==> src/rtl/dvfs_ctrl_pkg.sv <==
package dvfs_ctrl_pkg;

    parameter int NUM_LEVELS = 4;
    parameter int NUM_PAIRS  = NUM_LEVELS / 2;
    parameter int LVL_W      = $clog2(NUM_LEVELS);
    parameter int DATA_W     = 32;
    parameter int SLOT_W     = DATA_W / 2;
    parameter int DIV_W      = 3;
    parameter int PLL_W      = 2;
    parameter int VSEL_W     = 2;

    // Field positions inside one 16-bit level slot
    parameter int DIV_LSB  = 13;
    parameter int CSRC_BIT = 11;
    parameter int PLL_LSB  = 9;
    parameter int VSEL_LSB = 6;

    // Bit positions in the dynamic-mode word
    parameter int CSEL_EN_BIT = 26;
    parameter int SRC_EN_BIT  = 28;
    parameter int DIV_EN_BIT  = 29;
    parameter int VDD_EN_BIT  = 30;
    parameter int MASTER_BIT  = 31;

    // Register offsets
    parameter int CFG_BASE  = 'h18;
    parameter int ADDR_DYN  = 'h24;
    parameter int ADDR_LOAD = 'h30;

    typedef struct packed {
        logic [DIV_W-1:0]  div;
        logic              csrc;
        logic [PLL_W-1:0]  pll;
        logic [VSEL_W-1:0] vsel;
    } lvl_cfg_t;

    typedef struct packed {
        logic vdd;
        logic div;
        logic src;
        logic csel;
    } en_set_t;

    typedef enum logic {
        MODE_STATIC  = 1'b0,
        MODE_DYNAMIC = 1'b1
    } mode_t;

    function automatic lvl_cfg_t slot_unpack(input logic [SLOT_W-1:0] s);
        lvl_cfg_t c;
        c.div  = s[DIV_LSB +: DIV_W];
        c.csrc = s[CSRC_BIT];
        c.pll  = s[PLL_LSB +: PLL_W];
        c.vsel = s[VSEL_LSB +: VSEL_W];
        return c;
    endfunction

    function automatic logic [SLOT_W-1:0] slot_pack(input lvl_cfg_t c);
        logic [SLOT_W-1:0] s;
        s = '0;
        s[DIV_LSB +: DIV_W]   = c.div;
        s[CSRC_BIT]           = c.csrc;
        s[PLL_LSB +: PLL_W]   = c.pll;
        s[VSEL_LSB +: VSEL_W] = c.vsel;
        return s;
    endfunction

endpackage

==> src/rtl/dvfs_ctrl_mode_fsm.sv <==
module dvfs_ctrl_mode_fsm
    import dvfs_ctrl_pkg::*;
(
    input  logic clk,
    input  logic rst_n,
    input  logic dyn_wr,
    input  logic master_req,
    output logic dyn_on
);

    mode_t state_q;
    mode_t state_d;

    always_ff @(posedge clk or negedge rst_n) begin
        if (!rst_n) begin
            state_q <= MODE_STATIC;
        end else begin
            state_q <= state_d;
        end
    end

    always_comb begin
        state_d = state_q;
        unique case (state_q)
            MODE_STATIC: begin
                if (dyn_wr && master_req) begin
                    state_d = MODE_DYNAMIC;
                end
            end
            MODE_DYNAMIC: begin
                if (dyn_wr && !master_req) begin
                    state_d = MODE_STATIC;
                end
            end
            default: state_d = MODE_STATIC;
        endcase
    end

    always_comb begin
        dyn_on = (state_q == MODE_DYNAMIC);
    end

endmodule

==> src/rtl/dvfs_ctrl_regs.sv <==
module dvfs_ctrl_regs
    import dvfs_ctrl_pkg::*;
#(
    parameter int ADDR_W = 8
) (
    input  logic              clk,
    input  logic              rst_n,
    input  logic              req_valid,
    input  logic              req_write,
    input  logic [ADDR_W-1:0] req_addr,
    input  logic [DATA_W-1:0] req_wdata,
    input  logic              dyn_on,
    output lvl_cfg_t          cfg_q [NUM_LEVELS],
    output en_set_t           en_q,
    output logic [LVL_W-1:0]  load_q,
    output logic              dyn_wr,
    output logic [DATA_W-1:0] rd_data
);

    localparam logic [ADDR_W-1:0] DYN_A  = ADDR_W'(ADDR_DYN);
    localparam logic [ADDR_W-1:0] LOAD_A = ADDR_W'(ADDR_LOAD);

    logic wr;
    logic rd;

    always_comb begin
        wr     = req_valid && req_write;
        rd     = req_valid && !req_write;
        dyn_wr = wr && (req_addr == DYN_A);
    end

    // One storage slot per level; even levels sit in the upper half-word
    for (genvar g = 0; g < NUM_LEVELS; g++) begin : g_lvl
        localparam int                SLOT_LSB = (g % 2 == 0) ? SLOT_W : 0;
        localparam logic [ADDR_W-1:0] MY_ADDR  = ADDR_W'(CFG_BASE + 4 * (g / 2));

        always_ff @(posedge clk or negedge rst_n) begin
            if (!rst_n) begin
                cfg_q[g] <= '0;
            end else if (wr && !dyn_on && (req_addr == MY_ADDR)) begin
                cfg_q[g] <= slot_unpack(req_wdata[SLOT_LSB +: SLOT_W]);
            end
        end
    end

    always_ff @(posedge clk or negedge rst_n) begin
        if (!rst_n) begin
            en_q <= '0;
        end else if (dyn_wr) begin
            en_q.vdd  <= req_wdata[VDD_EN_BIT];
            en_q.div  <= req_wdata[DIV_EN_BIT];
            en_q.src  <= req_wdata[SRC_EN_BIT];
            en_q.csel <= req_wdata[CSEL_EN_BIT];
        end
    end

    always_ff @(posedge clk or negedge rst_n) begin
        if (!rst_n) begin
            load_q <= '0;
        end else if (wr && !dyn_on && (req_addr == LOAD_A)) begin
            load_q <= req_wdata[LVL_W-1:0];
        end
    end

    always_comb begin
        rd_data = '0;
        if (rd) begin
            for (int p = 0; p < NUM_PAIRS; p++) begin
                if (req_addr == ADDR_W'(CFG_BASE + 4 * p)) begin
                    rd_data = {slot_pack(cfg_q[2*p]), slot_pack(cfg_q[2*p+1])};
                end
            end
            if (req_addr == DYN_A) begin
                rd_data[MASTER_BIT]  = dyn_on;
                rd_data[VDD_EN_BIT]  = en_q.vdd;
                rd_data[DIV_EN_BIT]  = en_q.div;
                rd_data[SRC_EN_BIT]  = en_q.src;
                rd_data[CSEL_EN_BIT] = en_q.csel;
            end
            if (req_addr == LOAD_A) begin
                rd_data[LVL_W-1:0] = load_q;
            end
        end
    end

endmodule

==> src/rtl/dvfs_ctrl_outsel.sv <==
module dvfs_ctrl_outsel
    import dvfs_ctrl_pkg::*;
(
    input  logic             clk,
    input  logic             rst_n,
    input  lvl_cfg_t         cfg_q [NUM_LEVELS],
    input  en_set_t          en_q,
    input  logic             dyn_on,
    input  logic [LVL_W-1:0] load_q,
    output lvl_cfg_t         out_q,
    output logic [LVL_W-1:0] act_q,
    output logic             chg_q
);

    logic [LVL_W-1:0] act_d;
    lvl_cfg_t         sel;
    lvl_cfg_t         out_d;

    always_comb begin
        act_d = dyn_on ? load_q : '0;
        sel   = cfg_q[act_d];
        out_d = cfg_q[0];
        if (dyn_on && en_q.div)  out_d.div  = sel.div;
        if (dyn_on && en_q.csel) out_d.csrc = sel.csrc;
        if (dyn_on && en_q.src)  out_d.pll  = sel.pll;
        if (dyn_on && en_q.vdd)  out_d.vsel = sel.vsel;
    end

    always_ff @(posedge clk or negedge rst_n) begin
        if (!rst_n) begin
            out_q <= '0;
            act_q <= '0;
            chg_q <= 1'b0;
        end else begin
            out_q <= out_d;
            act_q <= act_d;
            chg_q <= (act_d != act_q);
        end
    end

endmodule

==> src/rtl/dvfs_level_ctrl.sv <==
module dvfs_level_ctrl
    import dvfs_ctrl_pkg::*;
#(
    parameter int ADDR_W = 8
) (
    input  logic              clk,
    input  logic              rst_n,
    input  logic              req_valid,
    input  logic              req_write,
    input  logic [ADDR_W-1:0] req_addr,
    input  logic [DATA_W-1:0] req_wdata,
    output logic [DATA_W-1:0] rd_data,
    output logic [DIV_W-1:0]  div_sel,
    output logic              clk_src_sel,
    output logic [PLL_W-1:0]  pll_sel,
    output logic [VSEL_W-1:0] vdd_sel,
    output logic [LVL_W-1:0]  active_level,
    output logic              level_changed
);

    lvl_cfg_t         cfg_q [NUM_LEVELS];
    en_set_t          en_q;
    logic [LVL_W-1:0] load_q;
    logic             dyn_wr;
    logic             dyn_on;
    lvl_cfg_t         out_q;

    dvfs_ctrl_regs #(
        .ADDR_W (ADDR_W)
    ) u_regs (
        .clk       (clk),
        .rst_n     (rst_n),
        .req_valid (req_valid),
        .req_write (req_write),
        .req_addr  (req_addr),
        .req_wdata (req_wdata),
        .dyn_on    (dyn_on),
        .cfg_q     (cfg_q),
        .en_q      (en_q),
        .load_q    (load_q),
        .dyn_wr    (dyn_wr),
        .rd_data   (rd_data)
    );

    dvfs_ctrl_mode_fsm u_fsm (
        .clk        (clk),
        .rst_n      (rst_n),
        .dyn_wr     (dyn_wr),
        .master_req (req_wdata[MASTER_BIT]),
        .dyn_on     (dyn_on)
    );

    dvfs_ctrl_outsel u_out (
        .clk    (clk),
        .rst_n  (rst_n),
        .cfg_q  (cfg_q),
        .en_q   (en_q),
        .dyn_on (dyn_on),
        .load_q (load_q),
        .out_q  (out_q),
        .act_q  (active_level),
        .chg_q  (level_changed)
    );

    always_comb begin
        div_sel     = out_q.div;
        clk_src_sel = out_q.csrc;
        pll_sel     = out_q.pll;
        vdd_sel     = out_q.vsel;
    end

endmodule

==> config.mk <==
export PLATFORM = sky130hd
export DESIGN_NAME = dvfs_level_ctrl
export DESIGN_NICKNAME = d
export VERILOG_FILES = /design/src/rtl/dvfs_ctrl_pkg.sv /design/src/rtl/dvfs_ctrl_mode_fsm.sv /design/src/rtl/dvfs_ctrl_regs.sv /design/src/rtl/dvfs_ctrl_outsel.sv /design/src/rtl/dvfs_level_ctrl.sv
export SDC_FILE = /design/constraint.sdc
export NUM_CORES = 1
export LEC_CHECK = 0
export BUFFER_PORTS_ARGS = -buffer_cell sky130_fd_sc_hd__buf_4
export CELL_PAD_IN_SITES_DETAIL_PLACEMENT = 0
export CELL_PAD_IN_SITES_GLOBAL_PLACEMENT = 1
export CORE_MARGIN = 10
export CORE_UTILIZATION = 26
export DETAILED_ROUTE_END_ITERATION = 12
export PLACE_DENSITY = 0.63
export SETUP_SLACK_MARGIN = 0.02
export SYNTH_ARGS = -nofsm -noshare
export SYNTH_HDL_FRONTEND = slang
export SYNTH_SLANG_ARGS = --single-unit
==> constraint.sdc <==
create_clock -name clk -period 6 [get_ports clk]
set_input_delay 1.2 -clock clk [delete_from_list [all_inputs] [get_ports clk]]
set_output_delay 1.2 -clock clk [all_outputs]
set_load 0.01 [all_outputs]
==> impl_metrics.env, run 1 <==
export IMPL_outcome="finished, final reports clean"
export IMPL_place_hpwl_microns=4963
export IMPL_start_util=0.2668
export IMPL_synth_most_common_cell="dfrtp_1"
export IMPL_routed_wl_microns=7054
export IMPL_fillers=1049
export IMPL_ctsLongestPathBuffers=2
export IMPL_grt_pass1_wl_microns=10880
export IMPL_fmax_mhz=223.9
export IMPL_synth_main_ff_cell="dfrtp_1"
export IMPL_fp_dieH_microns=122.9
export IMPL_skew_ps=13.40
export IMPL_whs_endpoint="u_regs.cfg_q[23]"
export IMPL_fin_util=0.3278
export IMPL_seq_area_frac_synth=0.4543
export IMPL_power_density_mw_per_mm2=209.1
export IMPL_crit_type="in2out"
export IMPL_cts_root_buf="clkbuf_8"
export IMPL_end_kind="output pin"
export IMPL_maxSlewHeadroom=0.2665
export IMPL_finalSetupViolations=0
export IMPL_postCtsSetupBuffers=0
export IMPL_yosys_area_top_type="dfrtp_1"
export IMPL_hold_depth=1
export IMPL_drt_wirelength_per_cell_microns=17.55
export IMPL_vias=1759
export IMPL_grt_pass1_vias=1899
export IMPL_fin_ws_ps=1533
export IMPL_grt_max_degree=51
export IMPL_max_cap_violations=0
export IMPL_via_per_inst=4.376
export IMPL_rows=37
export IMPL_crit_fanout=7
export IMPL_worst_pin_slew_ps=1090
export IMPL_clkTransAtPathRegs_ps=80
export IMPL_p_leak_nw=1.595
export IMPL_synth_cell_types=28
export IMPL_n_antenna_cell=0
export IMPL_intPower_mw=0.5539
export IMPL_peakVddDrop_v=0.00009045
export IMPL_p_seq_frac=0.500
export IMPL_fin_nets=309
export IMPL_fin_crit_ps=4467
export IMPL_clock_sinks=50
export IMPL_cts_buffers=5
export IMPL_cts_tree="yes"
export IMPL_p_comb_frac=0.088
export IMPL_die_area_sq_mm=0.01511
export IMPL_clk_latency_ps=310
export IMPL_drtAntennaViolNets=0
export IMPL_synth_area_leaders="dfrtp_1 45%, mux2_4 11%, mux2i_1 8.4%, mux2_2 8.2%, nor2_4 4.1%"
export IMPL_num_io_pins=87
export IMPL_cp_common_cell="buf_4"
export IMPL_start_kind="input pin"
export IMPL_synth_common_cells="50 x dfrtp_1, 23 x mux2i_1, 20 x mux2_2, 20 x mux2_4, 13 x buf_4"
export IMPL_rr_endpoint="u_regs.cfg_q[7]"
export IMPL_crit_path_top_delay_cell="nor4_1"
export IMPL_synthArstFlopShare=1.000
export IMPL_drt_initial_drc_count=58
export IMPL_htree_levels=2
export IMPL_io_buffer_count=60
export IMPL_max_stage_delay_ps=960
export IMPL_netlist_instances=208
export IMPL_path_cells="buf_4 > or4_4 > nor4_1 > and2_1 > buf_4"
export IMPL_core_sq_mm=0.01032
export IMPL_grt_usage=0.09358
export IMPL_multi_input_area_sq_mm=0.001348
export IMPL_synthesis_area_sq_mm=0.002754
export IMPL_synth_edff_count=0
export IMPL_p_switching_mw=0.1538
export IMPL_place_ws_ps=1511
export IMPL_r2r_cells=4
export IMPL_worstPathArrival_ps=3270
export IMPL_post_cts_resized=0
export IMPL_drive_above_1_share=0.4699
export IMPL_areaGrowthSynthToFinish_pct=22.90
export IMPL_register_area_sq_mm=0.001251
export IMPL_ff2ff_setup_slack_ps=4050
export IMPL_synth_seq_cells=50
export IMPL_overflow=0
export IMPL_syn_avg_cell_area_sq_um=13.24
export IMPL_totalPowerFinal_mw=0.7077
export IMPL_hp_start="u_regs.cfg_q[23]"
export IMPL_p_clk_frac=0.413
export IMPL_cp_required_ps=4800
export IMPL_place_congestion=0.7267
export IMPL_antenna_found_initial=0
export IMPL_synth_top_area_frac=0.4543
export IMPL_switching_share=0.2173
export IMPL_hp_class="reg2reg"
export IMPL_dr_pass1_iters=4
export IMPL_hold_violations=0
export IMPL_postCtsHoldBufs=0
export IMPL_die_w_microns=122.9
export IMPL_ys_warn_count=0
export IMPL_fin_crit_sh=0.7445
export IMPL_rsz0062_at_grt="false"
export IMPL_drc=0
export IMPL_slew_viol_final=0
export IMPL_tns_ps=0
final cells by class:
cell class              instances  area share
repair buffers                 62      0.1375
flip-flops and latches         50      0.3697
clock inverters                 2     0.01774
multi-input cells             144      0.3982
inverters                       2    0.002218
well taps                     136     0.05028
clock buffers                   6     0.02440
through the flow:
stage | area, sq um | hold slack, ps | cells
floorplan | 2799 | 481.8 | 220
global placement | 3242 | 509.3 | 394
global route | 3385 | 556.8 | 402
finish | 3385 | 537.1 | 402
CTS | 3385 | 538.7 | 402
detailed placement | 3242 | 511.1 | 394
power by group through the flow:
stage               Clock (mW)  Sequential, mW  Combinational (mW)
global placement             0           0.360              0.0621
finish                   0.292           0.354              0.0621
global route             0.313           0.355              0.0683
CTS                      0.299           0.354              0.0631
floorplan                    0           0.357              0.0395
detailed placement           0           0.361              0.0630
state kept, by name, summed over array words and instances, names as in the netlist, named ones only:
register and cells:
u_regs.load_q 2, u_out.chg_q 1, u_regs.en_q 4, u_regs.cfg_q 32, u_out.out_q 8, u_out.act_q 2
worst max-delay path by stage:
stage | endpoint | cells past startpoint | from
after floorplan | rd_data[10] | 6 | req_addr[7]
after global placement | rd_data[28] | 5 | req_addr[7]
after detailed placement | rd_data[28] | 5 | req_addr[7]
after CTS | rd_data[28] | 5 | req_addr[7]
after global routing | rd_data[28] | 5 | req_addr[7]
final | rd_data[28] | 5 | req_addr[7]
worst max-delay path: cells and delay by family:
kind	cells	cell delay, ps
buf+inv	2	240
simple gates	3	1830
placed cells by master (no fill, tap or decap), types with 3 or more instances in the layout:
| cell | count |
|---|---|
| o22a_1 | 7 |
| nand2b_1 | 6 |
| a2bb2oi_1 | 8 |
| nor2_4 | 10 |
| mux2i_1 | 23 |
| o2bb2ai_1 | 4 |
| buf_4 | 62 |
| dfrtp_1 | 50 |
| mux2_2 | 20 |
| nor4_4 | 3 |
| conb_1 | 13 |
| clkbuf_8 | 6 |
| nor2_1 | 8 |
| and2_1 | 3 |
| mux2_4 | 20 |
| nand2_1 | 7 |
per-layer routing:
metal  part of all wire  up-vias  GRT usage
li1                   -      827          -
met1               0.42      885     0.1085
met2               0.51       41     0.1620
met5                  0        -          0
met3              0.067        6    0.03418
met4             0.0077        0    0.01988
cell families (layout without fill, tap and decap cells):
kind of cell	count (synthesis)	after routing	share of synthesized area
other	1	13	0.001362
buffers and inverters	26	72	0.07269
muxes	63	63	0.2744
AOI/OAI and AO/OA	22	22	0.06588
and+or+nand+nor	44	44	0.1249
DFF	50	50	0.4543
xor gates and xnor gates	2	2	0.006362
Power figures use the tool's default switching activity.
==> run 2: changes to the inputs <==
Settings changed: ABC_AREA from default to 1, PLACE_DENSITY 0.63 to 0.67.
Clock period 6 ns to 4.4 ns, I/O delays scaled along.
==> run 2 against run 1 <==
Effect of this change: area after synthesis up 3.3%; clock power is 19% higher; sequential share of layout area down 0.51 points; clock skew fell by 4.3 ps; worst setup slack worse by 280 ps; total power up 30%; utilization is 0.98 points lower; largest cell class unchanged.
==> impl_metrics.env, run 2 <==
export IMPL_core_sq_mm=0.01079
export IMPL_largest_register="u_regs.cfg_q"
export IMPL_synth_common_cells="100 x nand2_1, 50 x dfrtp_1, 48 x inv_1"
export IMPL_hold_violations=0
export IMPL_ctsLongestPathBuffers=2
export IMPL_worst_pin_slew_ps=830.5
export IMPL_fin_crit_sh=0.7163
export IMPL_crit_type="in2out"
export IMPL_synth_cell_types=27
export IMPL_vias=2403
export IMPL_end_kind="output pin"
export IMPL_fp_dieH_microns=124.6
export IMPL_rsz0062_at_grt="false"
export IMPL_grt_max_degree=51
export IMPL_peakVddDrop_v=0.0001322
export IMPL_p_leak_nw=1.745
export IMPL_post_cts_resized=0
export IMPL_htree_levels=2
export IMPL_drc=0
export IMPL_synthArstFlopShare=1.000
export IMPL_max_cap_violations=0
export IMPL_fin_ws_ps=1248
export IMPL_drt_wirelength_per_cell_microns=14.31
export IMPL_syn_avg_cell_area_sq_um=7.925
export IMPL_p_comb_frac=0.096
export IMPL_fmax_mhz=317.3
export IMPL_layout_commonest_cell="nand2_1"
export IMPL_synth_top_area_frac=0.4398
export IMPL_synth_most_common_cell="nand2_1"
export IMPL_dp_cells=547
export IMPL_intPower_mw=0.6790
export IMPL_p_switching_mw=0.2376
export IMPL_cp_required_ps=3520
export IMPL_outcome="finished, final reports clean"
export IMPL_die_area_sq_mm=0.01553
export IMPL_start_kind="input pin"
export IMPL_postCtsSetupBuffers=0
export IMPL_mostFrequentLayoutCells="100 x nand2_1, 60 x buf_4, 50 x dfrtp_1, 48 x inv_1, 26 x o21ai_2"
export IMPL_instances_no_fill=555
export IMPL_start_util=0.2636
export IMPL_p_clk_frac=0.379
export IMPL_seq_area_frac_synth=0.4398
export IMPL_grt_pass1_wl_microns=13060
export IMPL_fillers=1203
export IMPL_power_density_mw_per_mm2=267.1
export IMPL_place_ws_ps=1247
export IMPL_io_buffer_count=60
export IMPL_clock_sinks=50
export IMPL_n_antenna_cell=0
export IMPL_drtAntennaViolNets=0
export IMPL_tns_ps=0
export IMPL_drive_above_1_share=0.2651
export IMPL_drt_initial_drc_count=119
export IMPL_grt_pass1_vias=2526
export IMPL_fin_crit_ps=3152
export IMPL_worstPathArrival_ps=2270
export IMPL_crit_fanout=11
export IMPL_synthesis_area_sq_mm=0.002845
export IMPL_yosys_area_top_type="dfrtp_1"
export IMPL_synth_edff_count=0
export IMPL_skew_ps=9.091
export IMPL_routed_wl_microns=7943
export IMPL_synth_area_leaders="dfrtp_1 44%, nand2_1 13%, o21ai_2 8.0%, inv_1 6.3%, buf_4 4.0%"
export IMPL_maxSlewHeadroom=0.4444
export IMPL_grt_usage=0.1013
export IMPL_antenna_found_initial=0
export IMPL_largest_reg_flops=32
export IMPL_ys_warn_count=0
export IMPL_switching_share=0.2592
export IMPL_synth_main_ff_cell="dfrtp_1"
export IMPL_hp_class="reg2reg"
export IMPL_die_w_microns=124.6
export IMPL_areaGrowthSynthToFinish_pct=20.62
export IMPL_overflow=0
export IMPL_clk_latency_ps=310
export IMPL_dr_pass1_iters=4
export IMPL_via_per_inst=4.330
export IMPL_slew_viol_final=0
export IMPL_place_hpwl_microns=5989
export IMPL_finalSetupViolations=0
export IMPL_top_regs="u_regs.cfg_q x32, u_out.out_q x8, u_regs.en_q x4"
export IMPL_clkTransAtPathRegs_ps=100
export IMPL_cts_root_buf="clkbuf_8"
export IMPL_num_io_pins=87
export IMPL_cts_tree="yes"
export IMPL_place_congestion=0.7921
export IMPL_synth_seq_cells=50
export IMPL_cts_buffers=5
export IMPL_rows=38
export IMPL_p_seq_frac=0.526
export IMPL_netlist_instances=359
export IMPL_postCtsHoldBufs=0
export IMPL_fin_nets=458
==> run 2: final timing paths <==
check,from,endpoint,slack (ps),depth (start not counted)
worst max-delay path,req_addr[1],rd_data[15],1250,7
worst min-delay path,u_regs.cfg_q[23],u_regs.cfg_q[23],510,2
worst max register to register,flip-flop,u_regs.cfg_q[18],2570,4
worst min register to register,u_regs.cfg_q[23],u_regs.cfg_q[23],510,2
max in group asynchronous,rst_n,u_out.out_q[1],3380,1
min in group asynchronous,rst_n,u_regs.load_q[1],590,1
==> run 2: per-stage QoR <==
| stage | area, sq um | hold slack [ps] | power [mW] | utilization |
|---|---|---|---|---|
| 5_1_grt | 3432 | 541.7 | 0.9585 | 0.3180 |
| 6_report | 3432 | 514.8 | 0.9167 | 0.3180 |
| 2_1_floorplan | 2890 | 462.6 | 0.5410 | - |
| 4_1_cts | 3432 | 516.9 | 0.9281 | 0.3180 |
| 3_5_place_dp | 3316 | 492.1 | 0.5807 | 0.3072 |
| 3_3_place_gp | 3316 | 491.8 | 0.5789 | 0.3072 |
==> run 2: power groups by stage <==
stage,registers (mW),clock network (mW),logic (mW)
finish,0.482,0.347,0.0878
global route,0.484,0.374,0.100
CTS,0.482,0.356,0.0898
detailed placement,0.491,0,0.0897
global placement,0.491,0,0.0882
floorplan,0.488,0,0.0526
==> run 2: area by class of cell <==
class | count | area (sq um) | share of cell area
clock buffers | 5 | 68.82 | 0.02005
inverters | 49 | 183.9 | 0.05359
well taps | 140 | 175.2 | 0.05104
multi-input cells | 248 | 1255 | 0.3657
clock inverters | 3 | 47.55 | 0.01385
repair buffers | 60 | 450.4 | 0.1312
flip-flops and latches | 50 | 1251 | 0.3646
==> run 2: cells by family after synthesis <==
logic type,after synthesis,share of synthesized area
other,1,0.001318
AND/OR/NAND/NOR,155,0.2432
buffers and inverters,73,0.1350
AO/OA/AOI/OAI,79,0.1777
flip-flops,50,0.4398
XOR/XNOR,1,0.003079
==> run 2: critical path, cell delays in order <==
cell and delay, ps:
buf_4 110, nor2_1 150, nand2_1 160, nor3_4 500, nand2_1 100, a21oi_1 210
buf_4 160
==> run 2: metal layers <==
| layer | track usage | wire length, microns | vias up |
|---|---|---|---|
| li1 | - | - | 1219 |
| met1 | 0.1217 | 3499 | 1135 |
| met2 | 0.1774 | 4053 | 47 |
| met3 | 0.02723 | 364 | 2 |
| met4 | 0.01851 | 25 | 0 |
| met5 | 0 | 0 | - |
